**src/rtl/tcf_pkg.sv**
```systemverilog
package tcf_pkg;

  typedef enum logic [1:0] {
    TCF_IGNORE = 2'd0,
    TCF_SYNC   = 2'd1,
    TCF_ASYNC  = 2'd2,
    TCF_SPLIT  = 2'd3
  } tcf_mode_e;

  localparam int          SYN_W    = 7;
  localparam logic [5:0]  TAG_FSC  = 6'h11;

  typedef struct packed {
    logic       wnr;
    logic [5:0] fsc;
  } tcf_syn_t;

endpackage

```
**src/rtl/tcf_mode_select.sv**
```systemverilog
module tcf_mode_select
  import tcf_pkg::*;
#(
  parameter int CTRL_W   = 64,
  parameter int USER_LSB = 38,
  parameter int PRIV_LSB = 40
) (
  input  logic [CTRL_W-1:0] ctrl,
  input  logic              is_user,
  output tcf_mode_e         mode
);

  logic [1:0] user_fld;
  logic [1:0] priv_fld;
  logic       ctrl_unused;

  assign user_fld    = ctrl[USER_LSB +: 2];
  assign priv_fld    = ctrl[PRIV_LSB +: 2];
  assign ctrl_unused = ^ctrl;
  assign mode        = tcf_mode_e'(is_user ? user_fld : priv_fld);

endmodule

```
**src/rtl/tcf_action.sv**
```systemverilog
module tcf_action
  import tcf_pkg::*;
#(
  parameter int LVL_W = 2
) (
  input  logic             fail,
  input  tcf_mode_e        mode,
  input  logic             is_user,
  input  logic [LVL_W-1:0] lvl,
  input  logic             two_range,
  input  logic             upper_sel,
  input  logic             is_store,
  output logic             do_abort,
  output logic             do_flag,
  output logic [LVL_W-1:0] flag_idx,
  output logic [1:0]       flag_mask
);

  always_comb begin
    do_abort = 1'b0;
    do_flag  = 1'b0;
    if (fail) begin
      unique case (mode)
        TCF_IGNORE: ;
        TCF_SYNC:   do_abort = 1'b1;
        TCF_ASYNC:  do_flag  = 1'b1;
        TCF_SPLIT: begin
          do_flag  = is_store;
          do_abort = ~is_store;
        end
        default: ;
      endcase
    end
  end

  assign flag_idx  = is_user ? '0 : lvl;
  assign flag_mask = (two_range && upper_sel) ? 2'b10 : 2'b01;

endmodule

```
**src/rtl/tcf_status_bank.sv**
```systemverilog
module tcf_status_bank #(
  parameter int N_LVL = 4,
  parameter int LVL_W = 2
) (
  input  logic               clk,
  input  logic               rst,
  input  logic               set_en,
  input  logic [LVL_W-1:0]   set_idx,
  input  logic [1:0]         set_mask,
  input  logic               clr_en,
  input  logic [LVL_W-1:0]   clr_idx,
  output logic [2*N_LVL-1:0] flags
);

  for (genvar k = 0; k < N_LVL; k++) begin : g_entry
    logic [1:0] ent_q;
    logic       hit_set;
    logic       hit_clr;

    assign hit_set = set_en && (set_idx == LVL_W'(k));
    assign hit_clr = clr_en && (clr_idx == LVL_W'(k));

    always_ff @(posedge clk) begin
      if (rst) begin
        ent_q <= 2'b00;
      end else if (hit_set || hit_clr) begin
        ent_q <= (hit_clr ? 2'b00 : ent_q) | (hit_set ? set_mask : 2'b00);
      end
    end

    assign flags[2*k +: 2] = ent_q;
  end

endmodule

```
**src/rtl/tcf_abort_reg.sv**
```systemverilog
module tcf_abort_reg
  import tcf_pkg::*;
#(
  parameter int ADDR_W = 64
) (
  input  logic              clk,
  input  logic              rst,
  input  logic              fire,
  input  logic              is_store,
  input  logic [ADDR_W-1:0] addr,
  output logic              abort,
  output logic [SYN_W-1:0]  syn,
  output logic [ADDR_W-1:0] fault_addr
);

  tcf_syn_t syn_next;

  assign syn_next.wnr = is_store;
  assign syn_next.fsc = TAG_FSC;

  always_ff @(posedge clk) begin
    if (rst) begin
      abort      <= 1'b0;
      syn        <= '0;
      fault_addr <= '0;
    end else begin
      abort <= fire;
      if (fire) begin
        syn        <= syn_next;
        fault_addr <= addr;
      end
    end
  end

endmodule

```
**src/rtl/tcf_policy_unit.sv**
```systemverilog
module tcf_policy_unit
  import tcf_pkg::*;
#(
  parameter int ADDR_W   = 64,
  parameter int CTRL_W   = 64,
  parameter int N_LVL    = 4,
  parameter int SEL_BIT  = 55,
  parameter int USER_LSB = 38,
  parameter int PRIV_LSB = 40,
  parameter int LVL_W    = $clog2(N_LVL)
) (
  input  logic               clk,
  input  logic               rst,
  input  logic               fail_i,
  input  logic               is_user_i,
  input  logic [LVL_W-1:0]   regime_lvl_i,
  input  logic               two_range_i,
  input  logic               is_store_i,
  input  logic [ADDR_W-1:0]  fault_addr_i,
  input  logic [CTRL_W-1:0]  ctrl_i,
  input  logic               clr_en_i,
  input  logic [LVL_W-1:0]   clr_lvl_i,
  output logic               abort_o,
  output logic [SYN_W-1:0]   abort_syn_o,
  output logic [ADDR_W-1:0]  abort_addr_o,
  output logic [2*N_LVL-1:0] flags_o
);

  tcf_mode_e        mode;
  logic             do_abort;
  logic             do_flag;
  logic [LVL_W-1:0] flag_idx;
  logic [1:0]       flag_mask;

  tcf_mode_select #(
    .CTRL_W  (CTRL_W),
    .USER_LSB(USER_LSB),
    .PRIV_LSB(PRIV_LSB)
  ) u_mode (
    .ctrl   (ctrl_i),
    .is_user(is_user_i),
    .mode   (mode)
  );

  tcf_action #(.LVL_W(LVL_W)) u_action (
    .fail     (fail_i),
    .mode     (mode),
    .is_user  (is_user_i),
    .lvl      (regime_lvl_i),
    .two_range(two_range_i),
    .upper_sel(fault_addr_i[SEL_BIT]),
    .is_store (is_store_i),
    .do_abort (do_abort),
    .do_flag  (do_flag),
    .flag_idx (flag_idx),
    .flag_mask(flag_mask)
  );

  tcf_status_bank #(.N_LVL(N_LVL), .LVL_W(LVL_W)) u_status (
    .clk     (clk),
    .rst     (rst),
    .set_en  (do_flag),
    .set_idx (flag_idx),
    .set_mask(flag_mask),
    .clr_en  (clr_en_i),
    .clr_idx (clr_lvl_i),
    .flags   (flags_o)
  );

  tcf_abort_reg #(.ADDR_W(ADDR_W)) u_abort (
    .clk       (clk),
    .rst       (rst),
    .fire      (do_abort),
    .is_store  (is_store_i),
    .addr      (fault_addr_i),
    .abort     (abort_o),
    .syn       (abort_syn_o),
    .fault_addr(abort_addr_o)
  );

endmodule

```
**config.mk**
```make
export PLATFORM = sky130hd
export DESIGN_NAME = tcf_policy_unit
export DESIGN_NICKNAME = d
export VERILOG_FILES = /design/src/rtl/tcf_pkg.sv /design/src/rtl/tcf_mode_select.sv /design/src/rtl/tcf_action.sv /design/src/rtl/tcf_status_bank.sv /design/src/rtl/tcf_abort_reg.sv /design/src/rtl/tcf_policy_unit.sv
export SDC_FILE = /design/constraint.sdc
export NUM_CORES = 1
export LEC_CHECK = 0
export BUFFER_PORTS_ARGS = -buffer_cell sky130_fd_sc_hd__buf_2
export CELL_PAD_IN_SITES_DETAIL_PLACEMENT = 0
export CELL_PAD_IN_SITES_GLOBAL_PLACEMENT = 1
export CORE_MARGIN = 3
export CORE_UTILIZATION = 25
export CTS_BUF_LIST = sky130_fd_sc_hd__clkbuf_8
export CTS_CLUSTER_DIAMETER = 30
export DETAILED_ROUTE_END_ITERATION = 6
export PLACE_DENSITY = 0.8
export SYNTH_ARGS = -nofsm -noshare
export SYNTH_HDL_FRONTEND = slang
export SYNTH_SLANG_ARGS = --single-unit
```
**constraint.sdc**
```tcl
create_clock -name clk -period 1.5 [get_ports clk]
set_input_delay 0.075 -clock clk [delete_from_list [all_inputs] [get_ports clk]]
set_output_delay 0.075 -clock clk [all_outputs]
set_load 0.01 [all_outputs]
```
==> After elaboration in Yosys (flattened, before gate mapping) <==
Cells that the tools add are included.
{ "op_classes": {"n_eq_ne": 9, "muxes": 15, "bitwise": 5, "n_reduce_logical": 15} }
{ "op_table": {"columns": ["cell", "count"], "rows": [
  ["2-to-1 mux 2 bit", 11],
  ["== test 2 bit (second input constant)", 6],
  ["logical AND 1 bit", 9],
  ["bitwise OR 2 bit", 4],
  ["== test 2 x 1 -> 1 bit (second input constant)", 3],
  ["zero test 2 bit", 2],
  ["logical OR 1 bit", 4],
  ["one-hot mux 1 bit (2 select lines)", 2],
  ["2-to-1 mux 1 bit", 2],
  ["NOT 1 bit", 1]
]} }
{ "word_totals": {"regBits": 76, "in_bits": 139, "output_inout_bits": 80, "word_cells": 51} }

==> Depth between registers and ports, before layout <==
{ "logic_depth": {"depth_word": 7, "ltp_mapped": 5, "depth_no_buf": 3} }

==> Cells and area by module <==
Synthesis repeated with hierarchy kept, for this count alone.
{ "hier_totals": {"hier_cells": 265, "hier_area_um2": 2826.5} }
{ "modules_own_cells": {"columns": ["module", "n_inst", "cells_per_inst", "area_each_um2", "seq_area_each_um2"], "rows": [
  ["tcf_abort_reg", 1, 221, 2423.6, 1341.3],
  ["tcf_status_bank", 1, 33, 339.1, 160.2],
  ["tcf_action", 1, 9, 41.3, 0.0],
  ["tcf_mode_select", 1, 2, 22.5, 0.0]
]} }

==> Worst setup path before layout <==
OpenSTA, ideal clock, no wires.
{ "synth_path": {"path_type": "in2reg", "from": "input is_user_i", "to": "register u_abort.fault_addr[0]", "setup_ns": 0.072, "arrival_ns": 1.155, "t_required_ns": 1.428, "path_slack_ns": 0.273, "path_stages": 5, "n_path_buf": 2, "path_cell_list": "mux2_4 > a211oi_2 > buf_6 > buf_6 > mux2i_1"} }
{ "synth_between": {"elab_chain_len": 4, "elab_cells_between_ends": 5, "cone_classes": "eq/ne: 2; mux: 3"} }
{ "synth_lines": {"columns": ["item", "line", "rtl"], "rows": [
  ["start, declared", "tcf_policy_unit.sv:15", "input logic is_user_i,"],
  ["2-to-1 mux 2 bit (*)", "tcf_mode_select.sv:20", "assign mode = tcf_mode_e'(is_user ? user_fld : priv_fld);"],
  ["== test 2 bit or == test 2 x 1 -> 1 bit (tied branches)", "tcf_action.sv:23", "unique case (mode)"],
  ["one-hot mux 1 bit (2 select lines) (*)", "tcf_action.sv:23", null],
  ["2-to-1 mux 1 bit (*)", "tcf_action.sv:22", "if (fail) begin"],
  ["end signal, assigned", "tcf_abort_reg.sv:30", "fault_addr <= addr;"],
  ["end, declared", "tcf_abort_reg.sv:13", "output logic [ADDR_W-1:0] fault_addr"]
]} }
Mark *: on every way between the ends. The rest lies on a longest branch, timed or not.
A chain may end at the register's enable or synchronous reset.

==> results.cfg <==
[pwr]
swShare = 0.257
leakage_nw = 2.28
p_sw_mw = 1.13
seq_power_share = 0.484
vdd_drop_max_mv = 0.583
power_density_nw_per_um2 = 919
p_int_mw = 3.28
clkPwrFrac = 0.347
combPwrFrac = 0.168

[yosys]
synthTopCellsByArea = dfxtp_1 (49%), mux2i_1 (21%), nand2_1 (16%)
synth_top_area_cell = dfxtp_1
synth_mux_area_frac = 0.218
synthSimpleGateAreaFrac = 0.175
syn_inst = 332
yosys_register_bits = 75
ys_seq_area_frac = 0.491
synth_top_family_by_area = multiplexers
synth_top_area_share = 0.491
synth-compound-area-share = 0.0536
synth-edff-count = 0
synthTopCellsByCount = nand2_1 (130), dfxtp_1 (75), mux2i_1 (65)
yosysMostFrequentCell = nand2_1
synth.avg_cell_area_um2 = 9.21
ys_warn_count = 0
synthXorXnorAreaFrac = 0
ys.flop_type = dfxtp_1
synth_cell_types = 28
ys_async_sr_fraction = 0
synthAdderAreaFrac = 0
syn-cell-area_um2 = 3060

[outcome]
status = finished clean

[setup_path]
crit_chain = dlygate4sd3_1 > buf_2 > clkinv_2 > buf_12 > nand2_1 > mux2i_1
crit_slowest_cell = dlygate4sd3_1
crit_family = buffers and inverters
cp.depth = 6
rr_worst_depth = 1
cp.arrival_ns = 1.59
worstPathMaxFanout = 69
ff2ff_setup_slack_ns = 0.87
worst_ep_required_time_ns = 1.78
max_stage_delay_ns = 0.53
r2r_end = u_status.g_entry[1].ent_q[0]$_SDFFE_PP0P_
r2r-start = u_status.g_entry[1].ent_q[0]$_SDFFE_PP0P_
start_kind = input port
crit_path_end_kind = register
path_class = in -> reg
cp_num_buf_inv = 4

[floorplan]
fp.coreArea_um2 = 11700
dieHeight_um = 117
dieArea_um2 = 13600
ios = 219
initial_core_util = 0.261
num_rows = 39
die_w_um = 117

[timing]
rsz0062_at_grt = no
report.final.setup_viol = 0
hold_viol = 0
worst_slack_ns = 0.185
finalCritPeriodShare = 0.877
worst_clock_skew_ns = 0
finalCriticalPeriod_ns = 1.31
slew_violations = 0
timing.fmax_ghz = 0.761

[cts]
post-cts-setup-buffers = 0
cts_tree = yes
numCtsBuffers = 9
clock_sinks = 75
cts-root-buf = clkbuf_8
clk_path_buf_depth = 2
cts.htree.levels = 3
clk_pin_slew_ns = 0.07
clkLatencyLatePin_ns = 0.35

[final_layout]
n_antenna_cell = 0
syn_to_final_growth_pct = 57.0
instances_no_fill = 694
fill_cells = 1153
nets = 685
drive_gt1_frac = 0.325

[job]
max-cap-violations = 0

[route]
ant_nets = 0
via_per_inst = 4.28
wl_per_cell_um = 12.2
dr.pass1.iters = 6
drt_iter0_markers = 93
post-route-drc-count = 0
drt_wl_total_um = 8490
vias = 2971

[grt]
grt_pass1_wl_um = 13200
overflow = 0
grtUsageMet1 = 0.136
antenna_found_initial = 0
grt_usage = 0.124
grt_pass1_vias = 2870
gr-max-usage-layer = met2
grt_max_degree = 70
use_met3 = 0.0503
grt_util_met2 = 0.205

[min_path]
min_to = u_status.g_entry[2].ent_q[0]$_SDFFE_PP0P_
hp-start = regime_lvl_i[0]
holdPathStages = 3
hold_class = in -> reg

[placement]
pre_cts_slack_ns = -0.0178
dp.cells = 612
place_hpwl_um = 5690
numPortBuffers = 154
place_congestion = 0.805
metal layers:
layer  share of wire  wire, um
met5               0         0
met4           0.030       258
met3           0.075       635
met2            0.47      4030
met1            0.42      3560
timing repair:
action | 4_1_cts | 5_1_grt
gates resized for setup | 0 | 1
hold buffers | 66 | 0
setup endpoints to repair | 0 | 2
hold endpoints to repair | 66 | 0
flip-flops by register name, summed over array words and instances, names as in the netlist:
register,cells
u_status.g_entry.ent_q,8
u_abort.fault_addr,64
u_abort.syn,2
u_abort.abort,1
power by group through the flow:
stage / clock network, mW / registers [mW] / logic (mW)
final: 1.53 / 2.14 / 0.743
after global routing: 1.71 / 2.15 / 0.815
after CTS: 1.62 / 2.14 / 0.744
after detailed placement: 0 / 2.18 / 0.610
after global placement: 0 / 2.18 / 0.601
after floorplan: 0 / 2.23 / 0.302
worst max-delay path by stage:
stage | slack (ns) | to | from
floorplan | 0.27 | u_abort.fault_addr[0]$_SDFFE_PP0P_ | is_user_i
global placement | 0.008 | u_abort.fault_addr[57]$_SDFFE_PP0P_ | is_user_i
detailed placement | -0.02 | u_abort.fault_addr[50]$_SDFFE_PP0P_ | is_user_i
CTS | 0.12 | u_abort.fault_addr[20]$_SDFFE_PP0P_ | rst
global route | 0.11 | u_abort.fault_addr[12]$_SDFFE_PP0P_ | rst
finish | 0.19 | u_abort.fault_addr[43]$_SDFFE_PP0P_ | rst
cell type report:
class | instances | area (um^2) | area share
inverter | 6 | 23.8 | 0.00495
tap | 143 | 179 | 0.0372
clock inverter | 6 | 55.1 | 0.0115
clock buffer | 10 | 138 | 0.0287
multi-input combinational | 228 | 1390 | 0.289
timing repair buffer | 226 | 1520 | 0.316
sequential | 75 | 1500 | 0.313
cell families after synthesis:
kind of cell           count (synthesis)
multiplexers                          66
buffers and inverters                 32
flip-flops                            75
AO/OA/AOI/OAI                         20
other                                  1
AND/OR/NAND/NOR                      138
tightest hold or removal path, cell delays in order:
cell and delay [ns]:
buf_2 0.11, or3_1 0.11, o2bb2ai_1 0.07
cell usage in the layout (no fill, tap or decap), types with 2 or more instances in the layout:
master / n
a31oi_1: 4
inv_1: 5
buf_4: 2
or3_1: 2
mux2i_1: 65
o2bb2ai_1: 2
dlygate4sd3_1: 66
buf_2: 154
nor2_1: 2
nand2_1: 130
a32o_1: 4
clkinv_2: 6
dfxtp_1: 75
clkbuf_8: 10
buf_12: 3
conb_1: 4
stage by stage:
step | hold slack [ns] | cell area, um^2 | TNS (ns) | utilization | power, mW
after global placement | 0.322 | 3950 | 0 | 0.337 | 2.78
after CTS | 0.0322 | 4800 | 0 | 0.410 | 4.50
final | 0.0711 | 4800 | 0 | 0.410 | 4.41
after detailed placement | 0.328 | 3950 | -0.140 | 0.337 | 2.79
after global routing | 0.0509 | 4800 | 0 | 0.410 | 4.67
after floorplan | 0.147 | 3070 | 0 | - | 2.53
Power figures use the tool's default switching activity.
